===== src/rtl/t16_pkg.sv =====
package t16_pkg;
    localparam int DW    = 16;
    localparam int SELW  = 4;
    localparam int OPW   = 6;
    localparam int PADW  = DW - OPW - 2 * SELW;
    localparam int NREG  = 1 << SELW;
    localparam int SHW   = $clog2(DW);

    localparam logic [SELW-1:0] SEL_IMM = '1;

    localparam logic [OPW-1:0] OP_ADD = 6'd0;
    localparam logic [OPW-1:0] OP_SUB = 6'd1;
    localparam logic [OPW-1:0] OP_AND = 6'd2;
    localparam logic [OPW-1:0] OP_OR  = 6'd3;
    localparam logic [OPW-1:0] OP_XOR = 6'd4;
    localparam logic [OPW-1:0] OP_NOR = 6'd5;
    localparam logic [OPW-1:0] OP_MOV = 6'd6;
    localparam logic [OPW-1:0] OP_LOD = 6'd7;
    localparam logic [OPW-1:0] OP_STO = 6'd8;
    localparam logic [OPW-1:0] OP_SLL = 6'd9;
    localparam logic [OPW-1:0] OP_SRL = 6'd10;
    localparam logic [OPW-1:0] OP_SLA = 6'd11;
    localparam logic [OPW-1:0] OP_SRA = 6'd12;
    localparam logic [OPW-1:0] OP_ROL = 6'd13;
    localparam logic [OPW-1:0] OP_ROR = 6'd14;
    localparam logic [OPW-1:0] OP_CMP = 6'd15;
    localparam logic [OPW-1:0] OP_JMP = 6'd16;
    localparam logic [OPW-1:0] OP_JZ  = 6'd17;
    localparam logic [OPW-1:0] OP_JNZ = 6'd18;
    localparam logic [OPW-1:0] OP_JGT = 6'd19;
    localparam logic [OPW-1:0] OP_JLT = 6'd20;
    localparam logic [OPW-1:0] OP_GIP = 6'd21;
    localparam logic [OPW-1:0] OP_DBG = 6'd22;
    localparam logic [OPW-1:0] OP_HLT = 6'd23;

    typedef enum logic [2:0] {
        ST_FETCH, ST_DECODE, ST_IMM, ST_EXEC, ST_MEM, ST_HALT
    } state_e;

    // decoded fields kept after the fetch
    typedef struct packed {
        logic [OPW-1:0]  op;
        logic [SELW-1:0] asel;
        logic [SELW-1:0] bsel;
    } fields_t;

    // full instruction word as it arrives from memory
    typedef struct packed {
        fields_t         f;
        logic [PADW-1:0] pad;
    } iword_t;

    // what the execute stage asks the sequencer to do
    typedef struct packed {
        logic [DW-1:0] value;
        logic          wr_a;
        logic          mem_rd;
        logic          mem_wr;
        logic          cmp;
        logic          z;
        logic          gt;
        logic          dbg;
        logic          halt;
    } exec_t;

    function automatic logic [DW-1:0] rot_left(input logic [DW-1:0] v,
                                               input logic [SHW-1:0] n);
        return (v << n) | (v >> (DW - int'(n)));
    endfunction

    function automatic logic [DW-1:0] rot_right(input logic [DW-1:0] v,
                                                input logic [SHW-1:0] n);
        return (v >> n) | (v << (DW - int'(n)));
    endfunction
endpackage


===== src/rtl/t16_regfile.sv =====
module t16_regfile
    import t16_pkg::*;
#(
    parameter int W = DW,
    parameter int N = NREG,
    localparam int AW = $clog2(N)
) (
    input  logic          clk,
    input  logic          rst,
    input  logic [AW-1:0] ra_sel,
    input  logic [AW-1:0] rb_sel,
    output logic [W-1:0]  ra_data,
    output logic [W-1:0]  rb_data,
    input  logic          we,
    input  logic [AW-1:0] wsel,
    input  logic [W-1:0]  wdata
);
    logic [N-1:0][W-1:0] q;

    for (genvar g = 0; g < N; g++) begin : g_ent
        if (g == 0) begin : g_zero
            // slot 0 has no storage: reads zero, writes vanish
            assign q[g] = '0;
        end else begin : g_reg
            logic [W-1:0] r;
            always_ff @(posedge clk) begin
                if (rst)
                    r <= '0;
                else if (we && wsel == AW'(g))
                    r <= wdata;
            end
            assign q[g] = r;
        end
    end

    assign ra_data = q[ra_sel];
    assign rb_data = q[rb_sel];
endmodule


===== src/rtl/t16_exec.sv =====
module t16_exec
    import t16_pkg::*;
(
    input  logic [OPW-1:0] op,
    input  logic [DW-1:0]  a,
    input  logic [DW-1:0]  b,
    input  logic [DW-1:0]  ip,
    output exec_t          res
);
    logic [SHW-1:0] rot_n;
    logic [DW-1:0]  low_mask;

    assign rot_n    = b[SHW-1:0];
    // ones in the positions a left shift by b vacates
    assign low_mask = ~({DW{1'b1}} << b);

    always_comb begin
        res       = '0;
        res.value = a;
        case (op)
            OP_ADD: begin res.value = a + b;     res.wr_a = 1'b1; end
            OP_SUB: begin res.value = a - b;     res.wr_a = 1'b1; end
            OP_AND: begin res.value = a & b;     res.wr_a = 1'b1; end
            OP_OR:  begin res.value = a | b;     res.wr_a = 1'b1; end
            OP_XOR: begin res.value = a ^ b;     res.wr_a = 1'b1; end
            OP_NOR: begin res.value = ~(a | b);  res.wr_a = 1'b1; end
            OP_MOV: begin res.value = b;         res.wr_a = 1'b1; end
            OP_SLL: begin res.value = a << b;    res.wr_a = 1'b1; end
            OP_SRL: begin res.value = a >> b;    res.wr_a = 1'b1; end
            OP_SLA: begin
                res.value = (a << b) | ({DW{a[0]}} & low_mask);
                res.wr_a  = 1'b1;
            end
            OP_SRA: begin
                res.value = $signed(a) >>> b;
                res.wr_a  = 1'b1;
            end
            OP_ROL: begin res.value = rot_left(a, rot_n);  res.wr_a = 1'b1; end
            OP_ROR: begin res.value = rot_right(a, rot_n); res.wr_a = 1'b1; end
            OP_GIP: begin res.value = ip;        res.wr_a = 1'b1; end
            OP_LOD: res.mem_rd = 1'b1;
            OP_STO: res.mem_wr = 1'b1;
            OP_CMP: begin
                res.cmp = 1'b1;
                res.z   = (a == b);
                res.gt  = ($signed(a) > $signed(b));
            end
            OP_DBG: res.dbg  = 1'b1;
            OP_HLT: res.halt = 1'b1;
            default: ;
        endcase
    end
endmodule


===== src/rtl/t16_nextip.sv =====
module t16_nextip
    import t16_pkg::*;
(
    input  logic [OPW-1:0] op,
    input  logic           has_imm,
    input  logic [DW-1:0]  ip,
    input  logic [DW-1:0]  target,
    input  logic           z,
    input  logic           gt,
    output logic [DW-1:0]  nip
);
    logic take;

    always_comb begin
        case (op)
            OP_JMP:  take = 1'b1;
            OP_JZ:   take = z;
            OP_JNZ:  take = !z;
            OP_JGT:  take = gt;
            OP_JLT:  take = !z && !gt;
            default: take = 1'b0;
        endcase
    end

    always_comb begin
        if (op == OP_HLT)
            nip = ip;
        else if (take)
            nip = target;
        else
            nip = ip + (has_imm ? DW'(2) : DW'(1));
    end
endmodule


===== src/rtl/t16_core.sv =====
module t16_core
    import t16_pkg::*;
(
    input  logic          clk,
    input  logic          rst,
    output logic [15:0]   mem_addr,
    input  logic [15:0]   mem_rdata,
    output logic [15:0]   mem_wdata,
    output logic          mem_we,
    output logic [15:0]   dbg_data,
    output logic          dbg_valid,
    output logic          halted
);
    state_e        st;
    logic [DW-1:0] ip;
    logic [DW-1:0] imm;
    fields_t       ir;
    logic          z_f;
    logic          gt_f;

    logic [DW-1:0] ra_data;
    logic [DW-1:0] rb_data;
    logic [DW-1:0] b_val;
    logic [DW-1:0] nip;
    logic          b_is_imm;
    logic          rf_we;
    logic [DW-1:0] rf_wdata;
    exec_t         res;
    iword_t        fetched;
    logic          unused_pad;

    assign fetched    = iword_t'(mem_rdata);
    assign unused_pad = ^fetched.pad;

    assign b_is_imm = (ir.bsel == SEL_IMM);
    assign b_val    = b_is_imm ? imm : rb_data;

    t16_regfile #(.W(DW), .N(NREG)) u_rf (
        .clk     (clk),
        .rst     (rst),
        .ra_sel  (ir.asel),
        .rb_sel  (ir.bsel),
        .ra_data (ra_data),
        .rb_data (rb_data),
        .we      (rf_we),
        .wsel    (ir.asel),
        .wdata   (rf_wdata)
    );

    t16_exec u_exec (
        .op  (ir.op),
        .a   (ra_data),
        .b   (b_val),
        .ip  (ip),
        .res (res)
    );

    t16_nextip u_nip (
        .op      (ir.op),
        .has_imm (b_is_imm),
        .ip      (ip),
        .target  (b_val),
        .z       (z_f),
        .gt      (gt_f),
        .nip     (nip)
    );

    // register write: ALU results in execute, load data in the wait state
    assign rf_we    = (st == ST_EXEC && res.wr_a) || (st == ST_MEM && res.mem_rd);
    assign rf_wdata = (st == ST_MEM) ? mem_rdata : res.value;

    always_comb begin
        case (st)
            ST_DECODE: mem_addr = ip + DW'(1);   // speculative immediate read
            ST_EXEC, ST_MEM: begin
                if (res.mem_rd)      mem_addr = b_val;
                else if (res.mem_wr) mem_addr = ra_data;
                else                 mem_addr = ip;
            end
            default:   mem_addr = ip;
        endcase
    end

    assign mem_we    = (st == ST_EXEC) && res.mem_wr;
    assign mem_wdata = b_val;
    assign halted    = (st == ST_HALT);

    always_ff @(posedge clk) begin
        if (rst) begin
            st        <= ST_FETCH;
            ip        <= '0;
            imm       <= '0;
            ir        <= '0;
            z_f       <= 1'b0;
            gt_f      <= 1'b0;
            dbg_data  <= '0;
            dbg_valid <= 1'b0;
        end else begin
            dbg_valid <= 1'b0;
            case (st)
                ST_FETCH: st <= ST_DECODE;
                ST_DECODE: begin
                    ir <= fetched.f;
                    st <= (fetched.f.bsel == SEL_IMM) ? ST_IMM : ST_EXEC;
                end
                ST_IMM: begin
                    imm <= mem_rdata;
                    st  <= ST_EXEC;
                end
                ST_EXEC: begin
                    if (res.cmp) begin
                        z_f  <= res.z;
                        gt_f <= res.gt;
                    end
                    if (res.dbg) begin
                        dbg_data  <= b_val;
                        dbg_valid <= 1'b1;
                    end
                    if (res.halt) begin
                        st <= ST_HALT;
                    end else if (res.mem_rd || res.mem_wr) begin
                        st <= ST_MEM;
                    end else begin
                        ip <= nip;
                        st <= ST_FETCH;
                    end
                end
                ST_MEM: begin
                    ip <= nip;
                    st <= ST_FETCH;
                end
                ST_HALT: st <= ST_HALT;
                default: st <= ST_FETCH;
            endcase
        end
    end
endmodule


===== config.mk =====
export PLATFORM = sky130hd
export DESIGN_NAME = t16_core
export DESIGN_NICKNAME = d
export VERILOG_FILES = /design/src/rtl/t16_pkg.sv /design/src/rtl/t16_regfile.sv /design/src/rtl/t16_exec.sv /design/src/rtl/t16_nextip.sv /design/src/rtl/t16_core.sv
export SDC_FILE = /design/constraint.sdc
export NUM_CORES = 1
export LEC_CHECK = 0
export BUFFER_PORTS_ARGS = -buffer_cell sky130_fd_sc_hd__buf_2
export CORE_AREA = 3 3 230 232
export CTS_CLUSTER_SIZE = 8
export DETAILED_ROUTE_END_ITERATION = 8
export DIE_AREA = 0 0 233 235
export HOLD_SLACK_MARGIN = 0.12
export PLACE_DENSITY = 0.69
export SLEW_MARGIN = 20
export SYNTH_ARGS = -nofsm -noshare
export SYNTH_HDL_FRONTEND = slang
export SYNTH_SLANG_ARGS = --single-unit

===== constraint.sdc =====
create_clock -name clk -period 4.8 [get_ports clk]
set_input_delay 0.72 -clock clk [delete_from_list [all_inputs] [get_ports clk]]
set_output_delay 0.72 -clock clk [all_outputs]
set_load 0.1 [all_outputs]

==> flow_summary.ini <==
[sta]
drv_slew = 0
relSlewSlack = 0.1541
fin_ws_ns = 0.05973
fin_crit_ns = 4.740
min_period_over_period = 0.9876
hold_viol = 0
skew_ns = 0.08538
max_freq_ghz = 0.2110
hold_ws_ns = 0.4028
rsz0062_at_grt = yes
setup_viol = 0
worstMarginPinSlew_ns = 1.264

[placed_design]
hpwl_mm = 91.25
dp_cells = 3862
gp_congestion = 1.079
place_area_um2 = 27120
place_ws_ns = -0.1974
numPortBuffers = 68

[cells_and_area]
layout_commonest_cell = buf_4
multi_input_area_um2 = 15860
drive_gt1_frac = 0.2807
area_growth_pct = 27.48
stdcell_count = 3950
fill_cells = 4599
final_core_util = 0.5715
seqCellArea_um2 = 6183
nets = 3332
fin_area_um2 = 29260
final_cell_mix = buf_4 (449), dfxtp_1 (302), nand2_1 (251), nor2_1 (251), nand3_1 (239)

[floorplanning]
start_util = 0.4483
row_count = 83
die_area_um2 = 54760
fp.dieW_um = 233
core_um2 = 51200
die_h_um = 235
io_pins = 69

[power]
p_leak_nw = 10.79
pwr-share-comb = 0.403
pwr-share-clk = 0.316
p_sw_frac = 0.3947
power.switching_mw = 3.690
seqPwrFrac = 0.280
p_per_area_nw_per_um2 = 319.6
worst_ir_drop_vdd_uv = 332.1
intPower_mw = 5.660

[clocking]
cts_tree = built
cts_buffers = 45
cts_buffer_depth = 3
cts-htree-levels = 2
root_buffer = clkbuf_16
cts_hold_buffers = 0
path_clk_slew_ns = 0.07
clock_sinks = 308
insertion_delay_ns = 0.64

[job]
maxCapViolCount = 0

[grt]
grt_pass1_vias = 25880
antenna_found_initial = 4
grt_overflow = 0
grt_max_degree = 155
grt_pass1_wl_mm = 176.2
grt_use_total = 0.4304

[routing]
wl_met1_mm = 46.82
top_layer = met5
met3_length_mm = 15.49
wirelength_mm = 123.7
wl_per_cell_um = 31.31
viasPerCell = 7.043
dr.first_iter.drc_count = 4386
ant_nets = 0
via_count = 27820
drc = 0
firstDrtPassIters = 6
met2WireLength_mm = 52.18

[critical_path]
worstPathRequired_ns = 5.28
crit_fanout = 15
cp_data_arrival_time_ns = 5.22
critPathKind = reg -> reg
critPathLaunchType = flip-flop
worst_setup_path_end_kind = flip-flop

[yosys]
synth_nets = 3005
ys_seq_elements = 308
ys_types = 99
postSynthAreaPerCell_um2 = 7.831
yosys_warnings = 0
synth_top_flop_cell = dfxtp_1
async_reset_ff_frac = 0
synthCells = 2931
yosys.area.top_type = dfxtp_1
synth_top_cell_area_share = 0.2686
synth-edff-count = 0
netlist_area_um2 = 22950
ys_seq_area_frac = 0.2686
ys_top_cells_by_area = dfxtp_1 (27%), nand3_1 (5.2%), mux4_2 (5.2%)

[outcome]
status = finished, final reports clean

[worst_hold_path]
hp-class = in -> reg
==> synth_stat cells, types with 42 or more instances <==
| library cell | n |
|---|---|
| dfxtp_1 | 308 |
| nor2_1 | 255 |
| nand2_1 | 253 |
| nand3_1 | 240 |
| o21ai_0 | 228 |
| clkbuf_1 | 187 |
| a21oi_1 | 178 |
| a211oi_1 | 83 |
| mux2i_1 | 75 |
| mux2_2 | 63 |
| nor3_1 | 61 |
| inv_1 | 57 |
| o211ai_1 | 56 |
| ha_1 | 53 |
| mux4_2 | 53 |
| a221oi_1 | 51 |
| buf_2 | 51 |
| o31ai_1 | 46 |
| o22ai_1 | 42 |
==> power by group through the flow <==
stage               Clock, mW  Combinational (mW)  Sequential [mW]
floorplan                   0                1.82             2.65
global placement            0                3.43             2.67
detailed placement          0                3.42             2.67
CTS                      2.95                3.51             2.62
global route             3.07                3.88             2.62
finish                   2.96                3.77             2.62
==> stage by stage <==
stage / TNS, ns / power, mW
after floorplan: -0.5655 / 4.462
after global placement: -4.830 / 6.102
after detailed placement: -6.226 / 6.087
after CTS: 0 / 9.084
after global routing: -0.1682 / 9.568
final: 0 / 9.350
==> worst paths after layout <==
check                       from                                     end  slack (ns)  depth (start not counted)
min reg2reg  imm[6]$_SDFFE_PP0P_                     imm[6]$_SDFFE_PP0P_        0.46                          2
min                 mem_rdata[1]                     imm[1]$_SDFFE_PP0P_        0.40                          3
max reg2reg   ir[2]$_SDFFE_PP0P_  u_rf.g_ent[12].g_reg.r[9]$_SDFFE_PP0P_        0.06                         18
max           ir[2]$_SDFFE_PP0P_  u_rf.g_ent[12].g_reg.r[9]$_SDFFE_PP0P_        0.06                         18
==> repair_timing <==
action / 4_1_cts / 5_1_grt
setup buffers: 12 / 13
pin swaps: 12 / 29
gates resized for setup: 37 / 94
endpoints found under the hold margin: 0 / 0
gates cloned: 2 / 2
setup endpoints to repair: 216 / 242
==> sequential cells by signal (all words and copies together), names as in the netlist <==
register,cells
dbg_data,16
dbg_valid,1
gt_f,1
imm,16
ip,16
ir,14
st,3
u_rf.g_ent.g_reg.r,240
z_f,1
==> metal layers <==
metal,global-route usage,up-vias
li1,-,11820
met1,0.5618,13370
met2,0.6413,2122
met3,0.1146,504
met4,0.2413,6
met5,0,-
==> cell type report <==
class / count / area share
inverter: 62 / 0.008296
multi-input combinational: 2278 / 0.5419
sequential: 308 / 0.2113
timing repair buffer: 563 / 0.1664
tap: 680 / 0.02908
clock buffer: 50 / 0.03947
antenna: 3 / 0.0002566
clock inverter: 6 / 0.003250
==> logic make-up after synthesis <==
logic type,share of synthesized area
AOI/OAI and AO/OA,0.3032
and+or+nand+nor,0.2069
buffers and inverters,0.06776
DFF,0.2686
muxes,0.1182
adders and majority gates,0.03151
xor gates and xnor gates,0.003816
==> critical path, cell delays in order (launching register included) <==
cell and delay [ns]:
dfxtp_2 0.38, buf_4 0.23, mux2_2 0.36, a221oi_1 0.29, a221oi_1 0.11, a21oi_2 0.17, buf_4 0.17, inv_1 0.08
ha_1 0.28, or3_1 0.35, buf_4 0.14, o31ai_1 0.35, a21o_1 0.22, nand2b_1 0.11, a221oi_1 0.30, a21oi_1 0.16
o41ai_2 0.53, buf_6 0.26, o21ai_0 0.12
Power figures use the tool's default switching activity.
